===== src/rtl/mtc_pkg.sv =====
package mtc_pkg;
   localparam int BYTE_W = 8;

   localparam logic [7:0] ADDR_CTRL = 8'h88;
   localparam logic [7:0] ADDR_CFG  = 8'h89;
   localparam logic [7:0] ADDR_LO   = 8'h8A;
   localparam logic [7:0] ADDR_HI   = 8'h8C;

   typedef enum logic [1:0] {
      MD_PRE13   = 2'b00,
      MD_WIDE16  = 2'b01,
      MD_RELOAD8 = 2'b10,
      MD_SPLIT   = 2'b11
   } mtc_mode_e;

   // configuration register, bits 3:0
   typedef struct packed {
      logic      gate_en;
      logic      ext_src;
      mtc_mode_e md;
   } mtc_cfg_t;

   // control register, bits 7:4
   typedef struct packed {
      logic ovf_hi;
      logic run_hi;
      logic ovf_lo;
      logic run_lo;
   } mtc_ctl_t;
endpackage


===== src/rtl/mtc_mc_div.sv =====
module mtc_mc_div #(
   parameter int OSC_PER_MC = 12
) (
   input  logic clk,
   input  logic rst_n,
   output logic tick
);
   localparam int CW = (OSC_PER_MC > 1) ? $clog2(OSC_PER_MC) : 1;
   localparam logic [CW-1:0] LAST = CW'(OSC_PER_MC - 1);

   logic [CW-1:0] phase_q;

   always_ff @(posedge clk or negedge rst_n) begin
      if (!rst_n)            phase_q <= '0;
      else if (phase_q == LAST) phase_q <= '0;
      else                   phase_q <= phase_q + 1'b1;
   end

   assign tick = (phase_q == LAST);
endmodule


===== src/rtl/mtc_pin_sync.sv =====
module mtc_pin_sync #(
   parameter int STAGES = 2
) (
   input  logic clk,
   input  logic rst_n,
   input  logic din,
   output logic dout
);
   generate
      if (STAGES == 0) begin : g_direct
         assign dout = din;
      end else begin : g_chain
         logic [STAGES-1:0] sh_q;
         always_ff @(posedge clk or negedge rst_n) begin
            if (!rst_n) sh_q <= '0;
            else        sh_q <= {sh_q[STAGES-2 >= 0 ? STAGES-2 : 0 : 0], din} >> ((STAGES == 1) ? 0 : 0);
         end
         assign dout = sh_q[STAGES-1];
      end
   endgenerate
endmodule


===== src/rtl/mtc_edge.sv =====
module mtc_edge (
   input  logic clk,
   input  logic rst_n,
   input  logic tick,
   input  logic pin,
   output logic fall
);
   logic smp_q;

   always_ff @(posedge clk or negedge rst_n) begin
      if (!rst_n)    smp_q <= 1'b0;
      else if (tick) smp_q <= pin;
   end

   // previous machine-cycle sample high, current sample low
   assign fall = tick & smp_q & ~pin;
endmodule


===== src/rtl/mtc_count.sv =====
module mtc_count
   import mtc_pkg::*;
#(
   parameter int PRE_BITS = 5
) (
   input  mtc_mode_e         md,
   input  logic [BYTE_W-1:0] lo,
   input  logic [BYTE_W-1:0] hi,
   input  logic              inc_lo,
   input  logic              inc_hi,
   output logic [BYTE_W-1:0] lo_nx,
   output logic [BYTE_W-1:0] hi_nx,
   output logic              set_ovf_lo,
   output logic              set_ovf_hi
);
   localparam int PW = BYTE_W + PRE_BITS;
   localparam logic [BYTE_W-1:0] PMASK = BYTE_W'((1 << PRE_BITS) - 1);

   logic [PW:0]         sum_pre;
   logic [2*BYTE_W:0]   sum_wide;
   logic [BYTE_W:0]     sum_lo;
   logic [BYTE_W:0]     sum_hi;
   logic [BYTE_W-1:0]   pre_low;

   assign sum_pre  = {1'b0, hi, lo[PRE_BITS-1:0]} + 1'b1;
   assign sum_wide = {1'b0, hi, lo} + 1'b1;
   assign sum_lo   = {1'b0, lo} + 1'b1;
   assign sum_hi   = {1'b0, hi} + 1'b1;
   assign pre_low  = BYTE_W'(sum_pre[PRE_BITS-1:0]);

   always_comb begin
      lo_nx      = lo;
      hi_nx      = hi;
      set_ovf_lo = 1'b0;
      set_ovf_hi = 1'b0;
      unique case (md)
         MD_PRE13: if (inc_lo) begin
            lo_nx      = (lo & ~PMASK) | (pre_low & PMASK);
            hi_nx      = sum_pre[PW-1:PRE_BITS];
            set_ovf_lo = sum_pre[PW];
         end
         MD_WIDE16: if (inc_lo) begin
            lo_nx      = sum_wide[BYTE_W-1:0];
            hi_nx      = sum_wide[2*BYTE_W-1:BYTE_W];
            set_ovf_lo = sum_wide[2*BYTE_W];
         end
         MD_RELOAD8: if (inc_lo) begin
            lo_nx      = sum_lo[BYTE_W] ? hi : sum_lo[BYTE_W-1:0];
            set_ovf_lo = sum_lo[BYTE_W];
         end
         MD_SPLIT: begin
            if (inc_lo) begin
               lo_nx      = sum_lo[BYTE_W-1:0];
               set_ovf_lo = sum_lo[BYTE_W];
            end
            if (inc_hi) begin
               hi_nx      = sum_hi[BYTE_W-1:0];
               set_ovf_hi = sum_hi[BYTE_W];
            end
         end
         default: ;
      endcase
   end
endmodule


===== src/rtl/mtc_timer.sv =====
module mtc_timer
   import mtc_pkg::*;
#(
   parameter int OSC_PER_MC  = 12,
   parameter int SYNC_STAGES = 2,
   parameter int PRE_BITS    = 5
) (
   input  logic       clk,
   input  logic       rst_n,
   input  logic [7:0] sfr_addr,
   input  logic       sfr_we,
   input  logic [7:0] sfr_wdata,
   output logic [7:0] sfr_rdata,
   input  logic       cnt_pin,
   input  logic       gate_pin,
   output logic       ovf_main,
   output logic       ovf_high
);
   generate
      if (OSC_PER_MC < 2)                  begin : g_bad_div  $error("OSC_PER_MC must be at least 2"); end
      if (SYNC_STAGES < 0 || SYNC_STAGES > 4) begin : g_bad_sync $error("SYNC_STAGES must be 0..4"); end
      if (PRE_BITS < 1 || PRE_BITS > 7)    begin : g_bad_pre  $error("PRE_BITS must be 1..7"); end
   endgenerate

   logic [BYTE_W-1:0] lo_q, hi_q, lo_nx, hi_nx;
   mtc_cfg_t          cfg_q;
   mtc_ctl_t          ctl_q;
   mtc_mode_e         md_w;
   logic              mc_tick, cnt_s, gate_s, cnt_fall;
   logic              inc_lo, inc_hi, set_lo, set_hi;
   logic              wr_ctl, wr_cfg, wr_lo, wr_hi;

   mtc_mc_div #(.OSC_PER_MC(OSC_PER_MC)) i_div (
      .clk(clk), .rst_n(rst_n), .tick(mc_tick));

   mtc_pin_sync #(.STAGES(SYNC_STAGES)) i_sync_cnt (
      .clk(clk), .rst_n(rst_n), .din(cnt_pin), .dout(cnt_s));

   mtc_pin_sync #(.STAGES(SYNC_STAGES)) i_sync_gate (
      .clk(clk), .rst_n(rst_n), .din(gate_pin), .dout(gate_s));

   mtc_edge i_edge (
      .clk(clk), .rst_n(rst_n), .tick(mc_tick), .pin(cnt_s), .fall(cnt_fall));

   assign md_w   = cfg_q.md;
   assign wr_ctl = sfr_we && (sfr_addr == ADDR_CTRL);
   assign wr_cfg = sfr_we && (sfr_addr == ADDR_CFG);
   assign wr_lo  = sfr_we && (sfr_addr == ADDR_LO);
   assign wr_hi  = sfr_we && (sfr_addr == ADDR_HI);

   assign inc_lo = ctl_q.run_lo && (!cfg_q.gate_en || gate_s) &&
                   (cfg_q.ext_src ? cnt_fall : mc_tick);
   assign inc_hi = mc_tick && ctl_q.run_hi && (md_w == MD_SPLIT);

   mtc_count #(.PRE_BITS(PRE_BITS)) i_count (
      .md(md_w), .lo(lo_q), .hi(hi_q), .inc_lo(inc_lo), .inc_hi(inc_hi),
      .lo_nx(lo_nx), .hi_nx(hi_nx), .set_ovf_lo(set_lo), .set_ovf_hi(set_hi));

   always_ff @(posedge clk or negedge rst_n) begin
      if (!rst_n) begin
         lo_q  <= '0;
         hi_q  <= '0;
         cfg_q <= '0;
         ctl_q <= '0;
      end else begin
         lo_q <= wr_lo ? sfr_wdata : lo_nx;
         hi_q <= wr_hi ? sfr_wdata : hi_nx;
         if (wr_cfg) cfg_q <= mtc_cfg_t'(sfr_wdata[3:0]);
         if (wr_ctl) begin
            ctl_q.run_lo <= sfr_wdata[4];
            ctl_q.run_hi <= sfr_wdata[6];
         end
         ctl_q.ovf_lo <= (wr_ctl ? sfr_wdata[5] : ctl_q.ovf_lo) | set_lo;
         ctl_q.ovf_hi <= (wr_ctl ? sfr_wdata[7] : ctl_q.ovf_hi) | set_hi;
      end
   end

   always_comb begin
      unique case (sfr_addr)
         ADDR_CTRL: sfr_rdata = {ctl_q, 4'h0};
         ADDR_CFG:  sfr_rdata = {4'h0, cfg_q};
         ADDR_LO:   sfr_rdata = lo_q;
         ADDR_HI:   sfr_rdata = hi_q;
         default:   sfr_rdata = 8'h00;
      endcase
   end

   assign ovf_main = ctl_q.ovf_lo;
   assign ovf_high = ctl_q.ovf_hi;
endmodule


===== config.mk =====
export PLATFORM = sky130hd
export DESIGN_NAME = mtc_timer
export DESIGN_NICKNAME = d
export VERILOG_FILES = /design/src/rtl/mtc_pkg.sv /design/src/rtl/mtc_mc_div.sv /design/src/rtl/mtc_pin_sync.sv /design/src/rtl/mtc_edge.sv /design/src/rtl/mtc_count.sv /design/src/rtl/mtc_timer.sv
export SDC_FILE = /design/constraint.sdc
export NUM_CORES = 1
export LEC_CHECK = 0
export BUFFER_PORTS_ARGS = -buffer_cell sky130_fd_sc_hd__buf_2
export CAP_MARGIN = 20
export CORE_MARGIN = 1
export CORE_UTILIZATION = 52
export CTS_CLUSTER_SIZE = 16
export DETAILED_ROUTE_END_ITERATION = 8
export GPL_ROUTABILITY_DRIVEN = 0
export PLACE_DENSITY = 0.81
export SETUP_SLACK_MARGIN = 0.05
export SKIP_LAST_GASP = 1
export SLEW_MARGIN = 20
export SYNTH_ARGS = -nofsm -noshare
export SYNTH_HDL_FRONTEND = slang
export SYNTH_SLANG_ARGS = --single-unit

===== constraint.sdc =====
create_clock -name clk -period 2.1 [get_ports clk]
set_input_delay 0.21 -clock clk [delete_from_list [all_inputs] [get_ports clk]]
set_output_delay 0.21 -clock clk [all_outputs]
set_load 0.005 [all_outputs]

==> Yosys cells after proc, flatten, opt, wreduce, memory -nomap -nowiden <==
Index checks and enable logic that the tools add are counted.
{ "totals": {"ff_bits": 33, "latch_bits": 0, "mem_bits_rw": 0, "romBits": 0, "inputBits": 21, "out_inout_bits": 10, "word_cells": 77, "n_memories": 0} }
{ "op_classes": {"add_sub_neg": 5, "mul": 0, "div": 0, "magnitude_cmp": 0, "n_eq_ne": 15, "shift": 0, "n_mux": 23, "bitwise_logic": 6, "reduce_logical": 15} }
{ "ops": {"columns": ["op", "n"], "rows": [
  ["two-way mux 8 bit", 10],
  ["case mux 8 bit (4 select lines)", 2],
  ["equality test 8 bit (second input constant)", 4],
  ["case mux 8 bit (3 select lines)", 1],
  ["inequality test 3 bit (second input constant)", 7],
  ["adder 8 x 1 -> 9 bit (second input constant)", 2],
  ["adder 16 x 1 -> 17 bit (second input constant)", 1],
  ["adder 13 x 1 -> 14 bit (second input constant)", 1],
  ["logical AND 1 bit", 8],
  ["two-way mux 1 bit", 8],
  ["OR 8 x 5 -> 8 bit", 1],
  ["AND reduction 4 bit", 2],
  ["adder 4 x 1 -> 4 bit (second input constant)", 1],
  ["equality test 2 bit (second input constant)", 2],
  ["equality test 4 bit (second input constant)", 1],
  ["two-way mux 4 bit", 1],
  ["nonzero test 4 bit", 1],
  ["case mux 1 bit (3 select lines)", 1],
  ["bitwise AND 1 bit", 2],
  ["equality test 2 x 1 -> 1 bit (second input constant)", 1],
  ["logical NOT 2 bit", 1],
  ["OR 1 bit", 2],
  ["OR reduction 2 bit", 1],
  ["logical NOT 1 bit", 1],
  ["other kinds (2)", 2]
]} }

==> Logic depth before layout (Yosys ltp) <==
{ "logic_depth": {"word_depth": 8, "depth_mapped": 8, "depth_no_buf": 6} }

==> Cells and area by module <==
Synthesis repeated with hierarchy kept, for this count alone.
{ "hier_totals": {"hier_cells": 286, "area_unflattened_um2": 2568.7} }
{ "by_module_without_submodules": {"columns": ["module", "instances", "cells_per_inst", "area_each_um2", "seq_area_each_um2"], "rows": [
  ["mtc_timer", 1, 110, 1281.2, 600.6],
  ["mtc_count", 1, 155, 963.4, 0.0],
  ["mtc_mc_div", 1, 14, 173.9, 100.1],
  ["mtc_pin_sync", 2, 2, 50.0, 50.0],
  ["mtc_edge", 1, 3, 50.0, 25.0]
]} }

==> Least setup slack after synthesis <==
No wires, ideal clock.
{ "synth_path": {"path_kind": "reg2reg", "startpoint": "register lo_q[0]", "endpoint": "register hi_q[6]", "setup_time_ns": 0.082, "arrival_ns": 1.833, "path_slack_ns": 0.186, "stages_incl_launch_ff": 8, "cell_sequence": "dfrtp_1 -> ha_1 -> and4_1 -> buf_4 -> nand2_2 -> a22o_2 -> or4_1 -> a31oi_1"} }
{ "synth_between": {"elab_chain_cells": 4, "elab_cells_between_ends": 6} }
{ "synth_lines": {"columns": ["item", "line", "rtl"], "rows": [
  ["from (decl)", "mtc_timer.sv:25", "logic [BYTE_W-1:0] lo_q, hi_q, lo_nx, hi_nx;"],
  ["from (signal assigned)", "mtc_timer.sv:66", "lo_q <= wr_lo ? sfr_wdata : lo_nx;"],
  ["adder 16 x 1 -> 17 bit or adder 13 x 1 -> 14 bit (tied branches)", "mtc_count.sv:26, mtc_count.sv:25", null],
  ["two-way mux 8 bit (on tied branches)", "mtc_count.sv:42, mtc_count.sv:37", null],
  ["case mux 8 bit (3 select lines) *", "mtc_count.sv:36", "unique case (md)"],
  ["two-way mux 8 bit *", "mtc_timer.sv:67", "hi_q <= wr_hi ? sfr_wdata : hi_nx;"],
  ["to (signal assigned)", "mtc_timer.sv:67", null],
  ["to (decl)", "mtc_timer.sv:25", null]
]} }
Every way passes the cells marked *; elsewhere a longest branch is shown, timed or not. The select of a mux whose other input is x is not followed.
A chain may end at the register's enable or synchronous reset.

==> Worst setup path in the final report <==
{ "layout_path": {"startpoint": "register lo_q[1]", "endpoint": "register hi_q[4]"} }
Same word-level chain as after synthesis.

==> results.md <==
* Setup violators final at 0
* Ys flop type: dfrtp_1
* Hold Startpoint: cnt_pin
* Most frequent cells after synthesis: 33 x dfrtp_1, 29 x nand2_1, 21 x nor2_1, 21 x o21ai_0
* P_sw at 0.581 mW
* H-tree level count at 2
* GRT Resource Usage Total at 27.1%
* Unrepaired setup endpoints after global routing: yes
* Yosys reg bits at 33
* Crit path from: lo_q[1]$_DFFE_PN0P_
* DR DRC count at 0
* PD cells at 716 nW/um^2
* Power share of the combinational group at 23.1%
* Startpoint Class: flip-flop
* Top post-synthesis cells by area: dfrtp_1 37%, nand2_1 4.9%, o21ai_0 4.7%, mux2i_1 4.1%, mux2_2 3.6%
* Hold Vio Cnt, Final at 0
* Minimum clock period at 1950 ps
* CTS Buffer Depth at 2
* Sw Ratio at 30.6%
* Netlist cell types at 55
* CTS root buffer: clkbuf_8
* Initial antenna violation count at 0
* Skew final at 5.78 ps
* First-pass GRT wire length at 8800 um
* Mapped Nets at 279
* TritonCTS clock tree: built
* R2R cell count at 6
* I/O pin count at 31
* Chip Width at 67.3 um
* Critical Path RT at 2320 ps
* Post-Layout Cell Count at 351
* Number of warnings issued by yosys at 0
* Core area at 4060 sq um
* Avg Vias per Cell at 6.09
* Synth area leader: dfrtp_1
* Core Rows at 23
* GRT overflow at 0
* ANT nets after route at 0
* CP Class: reg2reg
* Area added between synthesis and finish at 19.6%
* WL final at 5530 um
* Vias in the first global route at 1903
* R2R Path Start: lo_q[1]$_DFFE_PN0P_
* Via count at 2138
* Die area at 4530 sq um
* Syn Inst Count at 254
* Wire per inst at 15.7 um
* Sum Neg Setup Slack at 0 ps
* Reg2reg setup slack at 150 ps
* Nets at 325
* Clk slew on worst S/H paths at 70 ps
* Arr. time, crit path at 2170 ps
* CP Capture Type: flip-flop
* DR iter-0 viols at 204
* Share of cells above drive strength 1 at 25.2%
* Worst-path maximum fanout at 6
* Status: completed
* Max VDD drop at 0.520 mV
* Worst-Skew Late Latency at 290 ps
* Post-synth ARST share at 100%
* Dpl cells at 336
* Port bufs at 30
* Largest net degree at the start of global routing at 34
* Post-synthesis sequential area ratio at 37.2%
* Least-Margin Pin Slew at 729 ps
* DP Wirelength at 4090 um
* Hold WC Path Type: in2reg
* Static power due to leakage at 1.12 nW
* Internal Dissipation at 1.32 mW
* Post-synthesis instance area at 2220 sq um
* F_max at 512 MHz
* Final Cycle Share at 93.1%
* Max-Cap Viols at 0
* Total CTS buffers at 5
* Share of Yosys cell area claimed by the top area cell type at 37.2%
* Register share of total power at 44.4%
* Slew headroom at 51.4%
* Clock power share at 32.5%
* Initial Util at 54.6%
* Final max-slew violation count at 0
* Ant. Diodes at 0
* CTS sink count at 33
* Pre-Repair DR Iteration Count at 4
* Critical path endpoint: hi_q[4]$_DFFE_PN0P_
* Top-count cell post-synth: dfrtp_1
* Worst r2r dst: hi_q[4]$_DFFE_PN0P_
* Avg Cell Area, Syn at 8.73 sq um
* Die Y at 67.3 um
* Post-synth EDFFs at 0
[worst max-delay path: stages (launching register included)]
cell     delay (ps)
dfrtp_1         400
ha_2            230
and4_1          280
nand2_2          80
a22o_2          250
or4_1           470
a31oi_1         160
[how the worst min path moves through the flow]
| stage | endpoint | slack [ps] | cells after the start |
|---|---|---|---|
| 3_5_place_dp | i_div.phase_q[0]$_DFF_PN0_ | 310 | 1 |
| 2_1_floorplan | cfg_q[2]$_DFFE_PN0P_ | -90 | 0 |
| 6_report | i_sync_cnt.g_chain.sh_q[0]$_DFF_PN0_ | 20 | 1 |
| 3_3_place_gp | i_div.phase_q[1]$_DFF_PN0_ | 310 | 1 |
| 4_1_cts | i_sync_cnt.g_chain.sh_q[0]$_DFF_PN0_ | 20 | 1 |
| 5_1_grt | i_sync_cnt.g_chain.sh_q[0]$_DFF_PN0_ | 9 | 1 |
[layout by cell type (no fill, tap or decap), drive strengths merged, types with 4 or more instances in the layout]
cell type	synthesis	final
nand4	4	4
mux2i	9	9
xnor2	4	4
nor2	21	21
mux2	7	7
o21ai	24	24
o31ai	5	5
and3	4	4
ha	4	4
clkbuf	6	7
nand3	11	11
a211oi	7	7
dfrtp	33	33
a22oi	4	4
a31oi	10	10
or4	4	4
a21oi	11	11
buf	5	49
inv	8	8
nand2	30	30
or3	4	4
nor3	6	6
[routing by layer]
| metal | vias up | track usage (%) | wire length [um] |
|---|---|---|---|
| met1 | 1006 | 34.8 | 2450 |
| met5 | - | 0 | 0 |
| met4 | 0 | 13.3 | 102 |
| met2 | 84 | 43.4 | 2550 |
| met3 | 10 | 5.24 | 419 |
| li1 | 1038 | - | - |
[sequential cells by signal, indices dropped and copies added (netlist names)]
signal,cells
ovf_main,1
i_edge.smp_q,1
ovf_high,1
i_sync_gate.g_chain.sh_q,2
cfg_q,2
hi_q,8
lo_q,8
i_sync_cnt.g_chain.sh_q,2
ctl_q,2
md_w,2
i_div.phase_q,4
[timing repair]
| item | CTS | global route |
|---|---|---|
| endpoints found under the setup margin | 0 | 7 |
| setup buffers | 0 | 6 |
| endpoints found under the hold margin | 27 | 0 |
| hold buffers | 1 | 0 |
| gates resized for setup | 0 | 2 |
[metrics by stage]
step	setup WS [ps]	power [mW]	util [%]	hold WS, ps	instance area [sq um]
3_3_place_gp	167	1.24	61.1	306	2480
3_5_place_dp	139	1.25	61.1	305	2480
2_1_floorplan	186	1.11	-	-85.6	2220
5_1_grt	25.5	2.01	65.3	8.91	2650
4_1_cts	113	1.87	64.2	16.6	2600
6_report	145	1.90	65.3	25.0	2650
[cell families (layout without fill, tap and decap cells)]
| logic type | Yosys count | in the layout | synth area share (%) |
|---|---|---|---|
| mux | 16 | 16 | 7.62 |
| buf+inv | 19 | 66 | 3.89 |
| fa+ha+maj | 4 | 4 | 2.26 |
| flops | 33 | 33 | 37.2 |
| simple gates | 102 | 102 | 24.3 |
| xor+xnor | 4 | 4 | 1.58 |
| compound gates | 76 | 76 | 23.1 |
[power groups by stage]
stage / Clock, mW / Combinational [mW] / Sequential [mW]
6_report: 0.618 / 0.438 / 0.843
4_1_cts: 0.625 / 0.404 / 0.840
2_1_floorplan: 0 / 0.306 / 0.804
3_5_place_dp: 0 / 0.398 / 0.852
5_1_grt: 0.652 / 0.498 / 0.857
3_3_place_gp: 0 / 0.390 / 0.848
[cell type report]
class / instances / area, sq um
Clock buffer: 7 / 86.3
Multi-Input combinational cell: 202 / 1310
Fill cell: 329 / 1410
Sequential cell: 33 / 826
Tap cell: 50 / 62.6
Clock inverter: 1 / 30.0
Inverter: 8 / 30.0
Timing Repair Buffer: 50 / 303
Note: power is estimated with default switching activity, not from simulation.
